$ cat src/rtl/uw_pkg.sv
package uw_pkg;
   typedef enum logic [3:0] {
      K_NONE  = 4'd0,
      K_READ  = 4'd1,
      K_WRITE = 4'd2,
      K_CLEAR = 4'd3,
      K_WREN  = 4'd4,
      K_WRALL = 4'd5,
      K_WRDIS = 4'd6,
      K_PREAD = 4'd7,
      K_PEN   = 4'd8,
      K_PCLR  = 4'd9,
      K_PWR   = 4'd10,
      K_PDIS  = 4'd11
   } kind_e;

   typedef enum logic [2:0] {
      F_IDLE, F_OPC, F_ADR, F_DAT, F_RD, F_END
   } frame_e;
endpackage

$ cat src/rtl/uw_in_sync.sv
module uw_in_sync #(
   parameter int N      = 4,
   parameter int STAGES = 0
) (
   input  logic         clk,
   input  logic         rst_n,
   input  logic [N-1:0] din,
   output logic [N-1:0] dout
);
   initial assert (STAGES >= 0 && STAGES <= 4) else $error("STAGES out of range");

   generate
      if (STAGES == 0) begin : g_pass
         assign dout = din;
      end else begin : g_chain
         logic [N-1:0] stg [STAGES];
         always_ff @(posedge clk or negedge rst_n) begin
            if (!rst_n) begin
               for (int i = 0; i < STAGES; i++) stg[i] <= '0;
            end else begin
               stg[0] <= din;
               for (int i = 1; i < STAGES; i++) stg[i] <= stg[i-1];
            end
         end
         assign dout = stg[STAGES-1];
      end
   endgenerate
endmodule

$ cat src/rtl/uw_cmd_decode.sv
module uw_cmd_decode
   import uw_pkg::*;
#(
   parameter int AW = 8
) (
   input  logic          psel,
   input  logic [1:0]    opc,
   input  logic [AW-1:0] adr,
   output kind_e         kind,
   output logic          needs_data,
   output logic          is_read
);
   logic [1:0] top2;
   logic       ones, zeros;

   assign top2  = adr[AW-1 -: 2];
   assign ones  = &adr;
   assign zeros = ~|adr;

   always_comb begin
      kind = K_NONE;
      if (!psel) begin
         unique case (opc)
            2'b10: kind = K_READ;
            2'b01: kind = K_WRITE;
            2'b11: kind = K_CLEAR;
            default: begin
               unique case (top2)
                  2'b11:   kind = K_WREN;
                  2'b01:   kind = K_WRALL;
                  2'b00:   kind = K_WRDIS;
                  default: kind = K_NONE;
               endcase
            end
         endcase
      end else begin
         unique case (opc)
            2'b10: kind = K_PREAD;
            2'b01: kind = K_PWR;
            2'b11: kind = ones ? K_PCLR : K_NONE;
            default: begin
               if (top2 == 2'b11)  kind = K_PEN;
               else if (zeros)     kind = K_PDIS;
               else                kind = K_NONE;
            end
         endcase
      end
   end

   assign needs_data = (kind == K_WRITE) || (kind == K_WRALL);
   assign is_read    = (kind == K_READ)  || (kind == K_PREAD);
endmodule

$ cat src/rtl/uw_rd_shift.sv
module uw_rd_shift #(
   parameter int AW = 8,
   parameter int DW = 16
) (
   input  logic          clk,
   input  logic          rst_n,
   input  logic          clear,
   input  logic          start,
   input  logic          start_prot,
   input  logic [AW-1:0] start_addr,
   input  logic          step,
   input  logic [DW-1:0] rd_data,
   input  logic [AW-1:0] prot_addr,
   output logic [AW-1:0] rd_addr,
   output logic          dout,
   output logic          dout_oe
);
   localparam int BW = (DW > 1) ? $clog2(DW) : 1;
   localparam logic [BW-1:0] LAST_ARR  = BW'(DW - 1);
   localparam logic [BW-1:0] LAST_PROT = BW'(AW - 1);

   logic          act, prot, fin;
   logic [BW-1:0] bcnt;
   logic [DW-1:0] sr, word;
   logic [AW-1:0] ptr;
   logic [BW-1:0] last;

   always_comb begin
      word = rd_data;
      if (prot) word = {prot_addr, {(DW-AW){1'b0}}};
   end
   assign last = prot ? LAST_PROT : LAST_ARR;

   always_ff @(posedge clk or negedge rst_n) begin
      if (!rst_n) begin
         act <= 1'b0; prot <= 1'b0; fin <= 1'b0;
         bcnt <= '0; sr <= '0; ptr <= '0; dout <= 1'b0;
      end else if (clear) begin
         act <= 1'b0; fin <= 1'b0; bcnt <= '0; dout <= 1'b0;
      end else if (start) begin
         act  <= 1'b1;
         prot <= start_prot;
         fin  <= 1'b0;
         ptr  <= start_addr;
         bcnt <= '0;
         dout <= 1'b0;
      end else if (step && act) begin
         if (fin) begin
            act  <= 1'b0;
            dout <= 1'b0;
         end else if (bcnt == '0) begin
            dout <= word[DW-1];
            sr   <= word << 1;
            bcnt <= BW'(1);
         end else begin
            dout <= sr[DW-1];
            sr   <= sr << 1;
            if (bcnt == last) begin
               bcnt <= '0;
               if (prot) fin <= 1'b1;
               else      ptr <= ptr + 1'b1;
            end else begin
               bcnt <= bcnt + 1'b1;
            end
         end
      end
   end

   assign rd_addr = ptr;
   assign dout_oe = act;
endmodule

$ cat src/rtl/uw_mem_slave.sv
module uw_mem_slave
   import uw_pkg::*;
#(
   parameter int AW          = 8,
   parameter int DW          = 16,
   parameter int SYNC_STAGES = 0
) (
   input  logic          clk,
   input  logic          rst_n,
   input  logic          cs,
   input  logic          sck,
   input  logic          di,
   input  logic          psel,
   output logic [AW-1:0] rd_addr,
   input  logic [DW-1:0] rd_data,
   input  logic [AW-1:0] prot_addr,
   output logic          dout,
   output logic          dout_oe,
   output logic          cmd_valid,
   output logic [3:0]    cmd_kind,
   output logic [AW-1:0] cmd_addr,
   output logic [DW-1:0] cmd_data
);
   localparam int CW = $clog2((DW > AW ? DW : AW) + 1);
   localparam logic [CW-1:0] A_LAST = CW'(AW - 1);
   localparam logic [CW-1:0] D_LAST = CW'(DW - 1);

   initial assert (AW >= 2)  else $error("AW must be at least 2");
   initial assert (DW >= 2)  else $error("DW must be at least 2");
   initial assert (DW >= AW) else $error("DW must cover AW");

   logic cs_s, sck_s, di_s, psel_s, sck_q, rise;

   uw_in_sync #(.N(4), .STAGES(SYNC_STAGES)) u_sync (
      .clk(clk), .rst_n(rst_n),
      .din({cs, sck, di, psel}),
      .dout({cs_s, sck_s, di_s, psel_s})
   );

   always_ff @(posedge clk or negedge rst_n) begin
      if (!rst_n) sck_q <= 1'b0;
      else        sck_q <= sck_s;
   end
   assign rise = cs_s & sck_s & ~sck_q;

   frame_e        st;
   logic [CW-1:0] cnt;
   logic [1:0]    opc;
   logic [AW-1:0] adr, adr_n;
   logic [DW-1:0] dat, dat_n;
   kind_e         kind_n, pend;
   logic          need_d, is_rd, adr_done, rd_start;

   assign adr_n = {adr[AW-2:0], di_s};
   assign dat_n = {dat[DW-2:0], di_s};

   uw_cmd_decode #(.AW(AW)) u_dec (
      .psel(psel_s), .opc(opc), .adr(adr_n),
      .kind(kind_n), .needs_data(need_d), .is_read(is_rd)
   );

   assign adr_done = rise && (st == F_ADR) && (cnt == A_LAST);
   assign rd_start = adr_done && is_rd;

   always_ff @(posedge clk or negedge rst_n) begin
      if (!rst_n) begin
         st <= F_IDLE; cnt <= '0; opc <= '0; adr <= '0; dat <= '0;
         pend <= K_NONE; cmd_valid <= 1'b0; cmd_kind <= '0;
         cmd_addr <= '0; cmd_data <= '0;
      end else if (!cs_s) begin
         st <= F_IDLE; cnt <= '0; cmd_valid <= 1'b0;
      end else begin
         cmd_valid <= 1'b0;
         if (rise) begin
            unique case (st)
               F_IDLE: if (di_s) begin st <= F_OPC; cnt <= '0; end
               F_OPC: begin
                  opc <= {opc[0], di_s};
                  if (cnt == CW'(1)) begin st <= F_ADR; cnt <= '0; end
                  else cnt <= cnt + 1'b1;
               end
               F_ADR: begin
                  adr <= adr_n;
                  if (cnt == A_LAST) begin
                     cnt  <= '0;
                     pend <= kind_n;
                     if (kind_n == K_NONE) st <= F_END;
                     else if (need_d)     st <= F_DAT;
                     else begin
                        cmd_valid <= 1'b1;
                        cmd_kind  <= kind_n;
                        cmd_addr  <= adr_n;
                        st        <= is_rd ? F_RD : F_END;
                     end
                  end else cnt <= cnt + 1'b1;
               end
               F_DAT: begin
                  dat <= dat_n;
                  if (cnt == D_LAST) begin
                     cmd_valid <= 1'b1;
                     cmd_kind  <= pend;
                     cmd_addr  <= adr;
                     cmd_data  <= dat_n;
                     st        <= F_END;
                  end else cnt <= cnt + 1'b1;
               end
               default: ;
            endcase
         end
      end
   end

   uw_rd_shift #(.AW(AW), .DW(DW)) u_rd (
      .clk(clk), .rst_n(rst_n),
      .clear(!cs_s),
      .start(rd_start),
      .start_prot(kind_n == K_PREAD),
      .start_addr(adr_n),
      .step(rise),
      .rd_data(rd_data),
      .prot_addr(prot_addr),
      .rd_addr(rd_addr),
      .dout(dout),
      .dout_oe(dout_oe)
   );
endmodule

$ cat config.mk
export PLATFORM = sky130hd
export DESIGN_NAME = uw_mem_slave
export DESIGN_NICKNAME = d
export VERILOG_FILES = /design/src/rtl/uw_pkg.sv /design/src/rtl/uw_in_sync.sv /design/src/rtl/uw_cmd_decode.sv /design/src/rtl/uw_rd_shift.sv /design/src/rtl/uw_mem_slave.sv
export SDC_FILE = /design/constraint.sdc
export NUM_CORES = 1
export LEC_CHECK = 0
export ABC_CLOCK_PERIOD_IN_PS = 8300
export BUFFER_PORTS_ARGS = -buffer_cell sky130_fd_sc_hd__buf_2
export CAP_MARGIN = 20
export CORE_ASPECT_RATIO = 0.6
export CORE_MARGIN = 8
export CORE_UTILIZATION = 55
export DETAILED_ROUTE_END_ITERATION = 7
export PLACE_DENSITY = 0.73
export SYNTH_ARGS = -nofsm -noshare
export SYNTH_HDL_FRONTEND = slang
export SYNTH_HIERARCHICAL = 1
export SYNTH_SLANG_ARGS = --single-unit
$ cat constraint.sdc
create_clock -name clk -period 8.3 [get_ports clk]
set_input_delay 0.415 -clock clk [delete_from_list [all_inputs] [get_ports clk]]
set_output_delay 0.415 -clock clk [all_outputs]
set_load 0.01 [all_outputs]
# Yosys cells after proc, flatten, opt, wreduce, memory -nomap -nowiden
# Cells that the tools add are included.
word_totals:
  regBits: 99
  latch_bits: 0
  ramBits: 0
  n_memories: 0
  inputBits: 30
  romBits: 0
  output_inout_bits: 39
op_classes:
  n_lt_le_gt_ge: 0
  multipliers: 0
  n_mux: 72
  bitwise: 5
  n_addsub: 3
  n_eq_ne: 33
  n_shift: 0
  n_reduce_logical: 28
  div: 0
ops:
  columns: ["op", "n"]
  rows:
  - ["$mux 8", 10]
  - ["$mux 4", 15]
  - ["$mux 16", 2]
  - ["$mux 5", 6]
  - ["$mux 3", 8]
  - ["$pmux 4 s3", 2]
  - ["$mux 1", 23]
  - ["$pmux 5 s4", 1]
  - ["$pmux 8 s2", 1]
  - ["$reduce_and 4->1", 4]
  - ["$ne 3x3->1 const B", 5]
  - ["$ne 2x2->1 const B", 6]
  - ["$pmux 3 s4", 1]
  - ["$reduce_and 6->1", 2]
  - ["$pmux 3 s3", 1]
  - ["$reduce_and 3->1", 3]
  - ["$add 8x1->8 const B", 1]
  - ["$eq 4x3->1 const B", 2]
  - ["$logic_not 4->1", 2]
  - ["$pmux 4 s2", 1]
  - ["$reduce_and 8->1", 1]
  - ["$reduce_or 8->1", 1]
  - ["$reduce_and 7->1", 1]
  - ["$eq 2x2->1 const B", 3]
  - ["other kinds (24)", 39]

# Logic depth before layout (Yosys ltp)
# Gate-level depths: netlist of run 1.
logic_depth:
  word_depth: 14
  ltp_mapped: 15

# Cells and area by module
# The synthesis of run 1 kept the hierarchy.
modules_own_cells:
  columns: ["mod", "area_per_inst_um2", "n_inst", "cells_per_inst", "seq_area_each_um2"]
  rows:
  - ["uw_mem_slave", 3002.9, 1, 216, 1676.6]
  - ["uw_rd_shift", 1839.3, 1, 193, 775.7]
  - ["uw_cmd_decode", 269.0, 1, 39, 0.0]
  - ["uw_in_sync", 30.0, 1, 4, 0.0]

# Worst setup path after synthesis of run 1
# Ideal clock, no wire load.
synth_timing:
  kind: "register to register"
  start: "register adr[2]"
  end: "register u_rd.ptr[0], in the netlist u_rd/rd_addr[0]"
  setup_slack_ns: 5.512
  path_buffers: 2
  arrival_ns: 2.663
  stages_incl_launch_ff: 12
  t_required_ns: 8.175
  synth_period_minus_slack_ns: 2.788
  setup_time_ns: 0.125
  cell_sequence: "dfrtp_1 -> or4_4 -> o311ai_0 -> o311a_1 -> nor3_1 -> inv_1 -> nor2_1 -> buf_2 -> nor2b_1 -> clkbuf_1 -> nor2_1 -> mux2_2"
synth_via:
  elab_chain_cells: 10
synth_rtl:
  columns: ["element", "line_no", "rtl"]
  rows:
  - ["from (decl)", "uw_mem_slave.sv:49", "logic [AW-1:0] adr, adr_n;"]
  - ["from (signal assigned)", "uw_mem_slave.sv:83", "adr <= adr_n;"]
  - ["$reduce_or 8->1", "uw_cmd_decode.sv:18", "assign zeros = ~|adr;"]
  - ["$mux 4", "uw_cmd_decode.sv:43", "else if (zeros) kind = K_PDIS;"]
  - ["$mux 4", "uw_cmd_decode.sv:42", "if (top2 == 2'b11) kind = K_PEN;"]
  - ["$pmux 4 s3 (*)", "uw_cmd_decode.sv:37", "unique case (opc)"]
  - ["$mux 4 (*)", "uw_cmd_decode.sv:22", "if (!psel) begin"]
  - ["named net kind_n[3]", "uw_mem_slave.sv:51", "kind_e kind_n, pend;"]
  - ["$eq 4x1->1 / $eq 4x3->1 (equally long branches)", "uw_cmd_decode.sv:51", "assign is_read = (kind == K_READ) || (kind == K_PREAD);"]
  - ["$logic_or 1x1->1 (*)", "uw_cmd_decode.sv:51", null]
  - ["named net is_rd", "uw_mem_slave.sv:52", "logic need_d, is_rd, adr_done, rd_start;"]
  - ["$logic_and 1x1->1 (*)", "uw_mem_slave.sv:63", "assign rd_start = adr_done && is_rd;"]
  - ["named net rd_start", "uw_mem_slave.sv:52", null]
  - ["$ne 2x2->1 (no source line) / $reduce_bool 2->1 (equally long branches)", null, null]
  - ["$reduce_and 6->1 (no source line)", null, null]
  - ["to (signal assigned)", "uw_rd_shift.sv:44", "ptr <= start_addr;"]
  - ["to (signal assigned)", "uw_rd_shift.sv:61", "else ptr <= ptr + 1'b1;"]
  - ["to (decl)", "uw_rd_shift.sv:25", "logic [AW-1:0] ptr;"]
# Mark *: on every way through the listed nets, which the timed path passes. The rest lies on a longest branch.
# A chain may end at the register's enable or synchronous reset.

# Worst setup path after layout of run 1
layout_timing:
  start: "register adr[5]"
  end: "register u_rd.sr[14]"
layout_via:
  elab_chain_cells: 10
layout_rtl:
  columns: ["element", "line_no", "rtl"]
  rows:
  - ["$reduce_or 8->1", "uw_cmd_decode.sv:18", null]
  - ["$mux 4", "uw_cmd_decode.sv:43", null]
  - ["$mux 4", "uw_cmd_decode.sv:42", null]
  - ["$pmux 4 s3", "uw_cmd_decode.sv:37", null]
  - ["$mux 4 (*)", "uw_cmd_decode.sv:22", null]
  - ["named net kind_n[1]", "uw_mem_slave.sv:51", null]
  - ["$eq 4x1->1 / $eq 4x3->1 (equally long branches)", "uw_cmd_decode.sv:51", null]
  - ["$logic_or 1x1->1 (*)", "uw_cmd_decode.sv:51", null]
  - ["named net is_rd", "uw_mem_slave.sv:52", null]
  - ["$logic_and 1x1->1 (*)", "uw_mem_slave.sv:63", null]
  - ["named net rd_start", "uw_mem_slave.sv:52", null]
  - ["$not 1->1 (no source line) (*)", null, null]
  - ["$reduce_and 4->1 (no source line) (*)", null, null]
  - ["to (signal assigned)", "uw_rd_shift.sv:53", "sr <= word << 1;"]
  - ["to (signal assigned)", "uw_rd_shift.sv:57", "sr <= sr << 1;"]
  - ["to (decl)", "uw_rd_shift.sv:24", "logic [DW-1:0] sr, word;"]
# Marks and branches as above.

==> qor.csv, run 1 <==
metric,value,unit
syn_area,5140,sq um
syn_nets,493,
layout-drive-gt1-share,35.9,%
synth_flop_cell,dfrtp_1,
start_util,56.4,%
rsz0062_at_grt,false,
fill_cells,736,
path_clk_slew,0.07,ns
area_growth,13.0,%
setup_violations,0,
clock_sinks,98,
end_kind,flip-flop,
dieHeight,90.9,microns
antenna_found_initial,0,
drcViolationCount,0,
cts_max_level,3,
multiInputGateArea,2460,sq um
cts_buffers,9,
maxSlewHeadroom,36.0,%
finalCriticalPeriod,3.46,ns
overflow,0,
skew,0.00623,ns
cts_setup_buffers,0,
vias_per_cell,5.73,
hold_slack,-0.00259,ns
p_leak,2.90,nW
total_power,1.03,mW
cts-resized-gates,0,
regArea,2450,sq um
final_common_cell,dfrtp_1,
die-width,141,microns
most-common-layout-cells,"98 x dfrtp_1, 73 x mux2_2, 67 x buf_2",
core.rowCount,27,
hold_buffers,0,
dp_hpwl,7520,microns
grt_util_all_layers,17.5,%
grt_pass1_vias,3710,
detail-route-antenna-nets,0,
period_share,41.7,%
crit_arrival,3.64,ns
synth_edf_count,0,
failed_checks,hold timing,
fin_cells,628,
worst_pin_slew,0.960,ns
fin_nets,548,
required,8.48,ns
diodes,0,
gp_congestion,0.903,
drv_slew,0,
syn-instance-count,452,
core,9120,sq um
yosys_warnings,6,
status,"finished, violations left",
first_pass_iters,4,
synth_seq_cells,98,
path_class,flip-flop to flip-flop,
wl_per_cell,16.7,microns
tns,0,ns
synth_cell_types,65,
async_reset_ff_share,100,%
hold_viol_final,2,
cts_max_path_buffers,2,
syn_area_per_cell,11.4,sq um
io_pins,69,
io_buffers,68,
power.density,178,nW/um^2
grt_pass1_wl,18300,microns
clk_latency,0.34,ns
grt_max_degree,67,
start_kind,flip-flop,
peakVddDrop,0.0000986,V
dp_cells,612,
root_buffer,clkbuf_16,
crit_fanout,30,
hold_class,primary input to async pin,
maxCapViolCount,0,
clock.fmax,0.289,GHz
final_util,63.7,%
yosysSeqAreaShare,47.7,%
tritoncts,done,
drt_iter0_drc,254,
dieArea,12800,sq um
route.vias.total,3601,
drt-total-wl,10500,microns
-- cells by family (layout without fill, tap and decap cells) --
kind of cell	Yosys count	count (layout)	synth area share, %
AND/OR/NAND/NOR	128	128	15.8
XOR/XNOR	8	8	1.36
multiplexers	82	82	17.7
AO/OA/AOI/OAI	83	83	10.3
adder cells (fa/ha/maj)	11	11	2.68
flip-flops	98	98	47.7
buffers and inverters	42	102	4.41
-- worst max-delay path, cell delays in order, from the launching register on --
cell	delay (ns)
dfrtp_1	0.49
or3_2	0.56
nor3_1	0.26
o31a_1	0.31
xnor2_1	0.10
nor3_1	0.19
inv_1	0.06
nor2_1	0.11
buf_4	0.23
nor2_1	0.11
nand2_1	0.64
o21ai_0	0.23
-- Yosys cell counts (4+ instances only) --
library cell  instances  area [sq um]
a21oi_1              19          95.1
a22oi_1               5          37.5
and3_1                4          25.0
buf_2                 7          35.0
buf_4                 8          60.1
buf_6                 4          45.0
clkbuf_1              7          26.3
dfrtp_1              98          2450
ha_1                 11           138
inv_1                16          60.1
mux2_2               73           822
mux2i_1               9          90.1
nand2_1              35           131
nand2b_1              5          31.3
nand3_1               8          40.0
nor2_1               17          63.8
nor3_1               11          55.1
nor3b_2               7          87.6
nor4_1                4          25.0
o21a_1                5          37.5
o21ai_0              21           105
o21ai_1              10          50.1
xor2_1                5          43.8
-- metal layers --
layer	global-route usage (%)	up-vias	wire (microns)
met4	5.52	0	111
li1	-	1746	-
met3	4.91	8	531
met1	23.1	1770	5010
met5	0	-	0
met2	27.3	77	4870
-- state kept, by name, summed over array words and instances (netlist names), 2 cells and up --
register / cells
cmd_addr: 8
u_rd/rd_addr: 8
st: 3
dat: 15
cmd_kind: 4
cmd_data: 16
u_rd/sr: 15
cnt: 5
adr: 8
u_rd/bcnt: 4
pend: 4
opc: 2
-- through the flow --
stage / area (sq um) / setup slack (ns)
global placement: 5480 / 5.06
detailed placement: 5480 / 4.90
global route: 5810 / 4.45
floorplan: 5140 / 5.51
finish: 5810 / 4.84
CTS: 5810 / 4.85
-- final cells by class --
| class | count | area share [%] |
|---|---|---|
| clock buffer | 10 | 4.11 |
| clock inverter | 6 | 1.61 |
| inverter | 16 | 1.03 |
| multi-input combinational | 312 | 42.4 |
| sequential | 98 | 42.2 |
| tap | 116 | 2.50 |
| timing repair buffer | 70 | 6.16 |
-- path summary, 6_finish.rpt --
kind,to,from,depth (start not counted),slack (ns)
worst max-delay path,u_rd/sr[14],adr[5],11,4.84
worst min-delay path,dat[7],rst_n,1,-0.003
worst max register to register,u_rd/sr[14],adr[5],11,4.84
worst min register to register,u_rd/sr[10],u_rd/sr[10],2,0.49
max in group asynchronous,cmd_data[10],rst_n,2,7.14
min in group clk,sck_q,sck,1,0.21
-- power breakdown --
group          total, mW  leakage, nW  internal (mW)  switching, mW
logic             0.0881         1.38         0.0361         0.0519
registers          0.489         1.36          0.481        0.00792
clock network      0.455        0.160          0.275          0.180
total               1.03         2.90          0.793          0.240
No activity file was read; power rests on OpenSTA's default activity.
==> run 2: changes to the inputs <==
--- a/config.mk
+++ b/config.mk
@@ -5,7 +5,7 @@
 export SDC_FILE = /design/constraint.sdc
 export NUM_CORES = 1
 export LEC_CHECK = 0
-export ABC_CLOCK_PERIOD_IN_PS = 8300
+export ABC_CLOCK_PERIOD_IN_PS = 3200
 export BUFFER_PORTS_ARGS = -buffer_cell sky130_fd_sc_hd__buf_2
 export CAP_MARGIN = 20
 export CORE_ASPECT_RATIO = 0.6
==> constraint.sdc (replaced) <==
create_clock -name clk -period 3.2 [get_ports clk]
set_input_delay 0.16 -clock clk [delete_from_list [all_inputs] [get_ports clk]]
set_output_delay 0.16 -clock clk [all_outputs]
set_load 0.01 [all_outputs]
==> run 2 against run 1 <==
  * Via count up 1.4%
  * Critical path type unchanged
  * Sequential share of layout area down 0.63 points
  * Cell count up 2.1%
  * The flow now finishes without violations
  * Global-route usage down 0.69 points
  * Combinational power rose to 2.8 times the previous value
  * Largest power group unchanged
==> qor.csv, run 2 (synthesized netlist as in run 1, its figures left out) <==
metric,value,unit,change
start_util,56.4,%,unchanged
status,completed,,
largest_reg_flops,16,,unchanged
skew,0.00529,ns,-0.000941 ns
layout-drive-gt1-share,37.7,%,+1.8 points
top_regs,"cmd_data: 16 flops, dat: 15 flops, u_rd/sr: 15 flops",,
dp_hpwl,7520,microns,about the same
hold_viol_final,0,,-2
slowest_delay,0.58,ns,-0.06 ns
clock_sinks,98,,unchanged
period_share,92.8,%,+51 points
gp_congestion,0.944,,+4.5%
detail-route-antenna-nets,0,,unchanged
tns,0,ns,unchanged
dieArea,12800,sq um,unchanged
die-width,141,microns,unchanged
end_kind,flip-flop,,
io_buffers,68,,unchanged
drt_iter0_drc,220,,-13%
setup_violations,0,,unchanged
crit_path_cell_trace,"or4_4, o311ai_2, o22ai_1, or3_1, a21oi_2, or3b_2, a41oi_1, nor2_1",,
fill_cells,714,,-3.0%
drcViolationCount,0,,unchanged
core,9120,sq um,unchanged
drt-total-wl,10300,microns,-2.2%
grt_pass1_wl,17600,microns,-4.1%
power.density,435,nW/um^2,+140%
io_pins,69,,unchanged
root_buffer,clkbuf_16,,
dieHeight,90.9,microns,unchanged
cts_max_path_buffers,2,,unchanged
overflow,0,,unchanged
crit_slowest_cell,or4_4,,
antenna_found_initial,0,,unchanged
finalCriticalPeriod,2.97,ns,-0.493 ns
most-common-layout-cells,"98 x dfrtp_1, 73 x mux2_2, 67 x buf_2",,
rsz0062_at_grt,false,,
cts_max_level,3,,unchanged
grt_max_degree,40,,-40%
area_growth,14.7,%,
fin_nets,561,,+2.4%
diodes,0,,unchanged
maxCapViolCount,0,,unchanged
required,3.41,ns,-5.07 ns
final_util,64.7,%,+0.96 points
drv_slew,0,,unchanged
maxSlewHeadroom,59.2,%,+23 points
path_class,flip-flop to flip-flop,,
grt_util_all_layers,16.8,%,-0.69 points
start_kind,flip-flop,,
hold_class,primary input to flip-flop,,
crit_arrival,3.18,ns,-0.46 ns
grt_pass1_vias,3557,,-4.1%
cts_buffers,9,,unchanged
worst_pin_slew,0.611,ns,-0.349 ns
first_pass_iters,5,,+1
route.vias.total,3652,,+1.4%
multiInputGateArea,2470,sq um,+0.25%
crit_fanout,7,,-77%
core.rowCount,27,,unchanged
registers.top_by_ff_count,cmd_data,,
regArea,2450,sq um,unchanged
final_common_cell,dfrtp_1,,
path_clk_slew,0.07,ns,about the same
peakVddDrop,0.000254,V,+160%
wl_per_cell,16.1,microns,-4.2%
p_leak,2.95,nW,+1.8%
clk_latency,0.35,ns,about the same
tritoncts,done,,
vias_per_cell,5.70,,-0.64%
clock.fmax,0.337,GHz,+17%
==> run 2: cell count changes in the layout (fill, tap and decap cells not counted), sizes merged <==
cell	previous run	this run
clkinv	0	1
inv	19	20
dlygate4sd3	0	2
buf	70	81
bufinv	2	0
==> run 2: layout make-up <==
class,count,share of cell area [%]
Multi-Input combinational cell,312,41.9
Sequential cell,98,41.6
Timing Repair Buffer,83,8.08
Clock buffer,10,4.05
Tap cell,116,2.46
Inverter,16,1.02
Clock inverter,6,0.955
==> run 2: per-layer routing <==
metal	up-vias	global-route usage [%]	routed length, microns
met5	-	0	0
met4	0	6.14	150
met2	81	25.1	4580
met3	16	5.17	533
met1	1771	22.5	5030
li1	1784	-	-
==> run 2: through the flow <==
step / instances / hold WS, ns / instance area [sq um] / power, mW / setup slack [ns]
after floorplan: 452 / -0.136 / 5140 / 1.45 / 0.412
after global placement: 622 / 0.149 / 5570 / 1.52 / 0.250
after detailed placement: 622 / 0.153 / 5570 / 1.53 / 0.137
after CTS: 640 / 0.0572 / 5880 / 2.59 / 0.128
after global routing: 641 / 0.0568 / 5900 / 2.68 / 0.0319
final: 641 / 0.0691 / 5900 / 2.57 / 0.230
==> run 2: critical path: cells and delay by family (launching register included) <==
family          cells  cell delay [ns]
simple gates        4             1.47
compound gates      4             0.92
flops               1             0.45
==> run 2: path summary, 6_finish.rpt <==
| path | start | to | slack, ns | cells past startpoint |
|---|---|---|---|---|
| min | cs | st[1] | 0.07 | 2 |
| max | adr[2] | st[2] | 0.23 | 8 |
| min reg2reg | u_rd/sr[5] | u_rd/sr[5] | 0.49 | 2 |
| max reg2reg | adr[2] | st[2] | 0.23 | 8 |
| max in group asynchronous | rst_n | u_rd/rd_addr[5] | 2.13 | 3 |
| min in group asynchronous | rst_n | cmd_data[8] | 0.31 | 2 |
==> run 2: timing repair <==
item / CTS / global route
endpoints found under the hold margin: 38 / 0
gates resized for setup: 0 / 4
hold buffers: 2 / 0
endpoints found under the setup margin: 0 / 25
buffers inserted: 0 / 1
==> run 2: power breakdown <==
| group | internal, mW | leakage, nW | switching, mW | total, mW |
|---|---|---|---|---|
| logic | 0.106 | 1.44 | 0.140 | 0.246 |
| registers | 1.25 | 1.36 | 0.0157 | 1.26 |
| clock network | 0.566 | 0.144 | 0.490 | 1.06 |
| total | 1.92 | 2.95 | 0.646 | 2.57 |
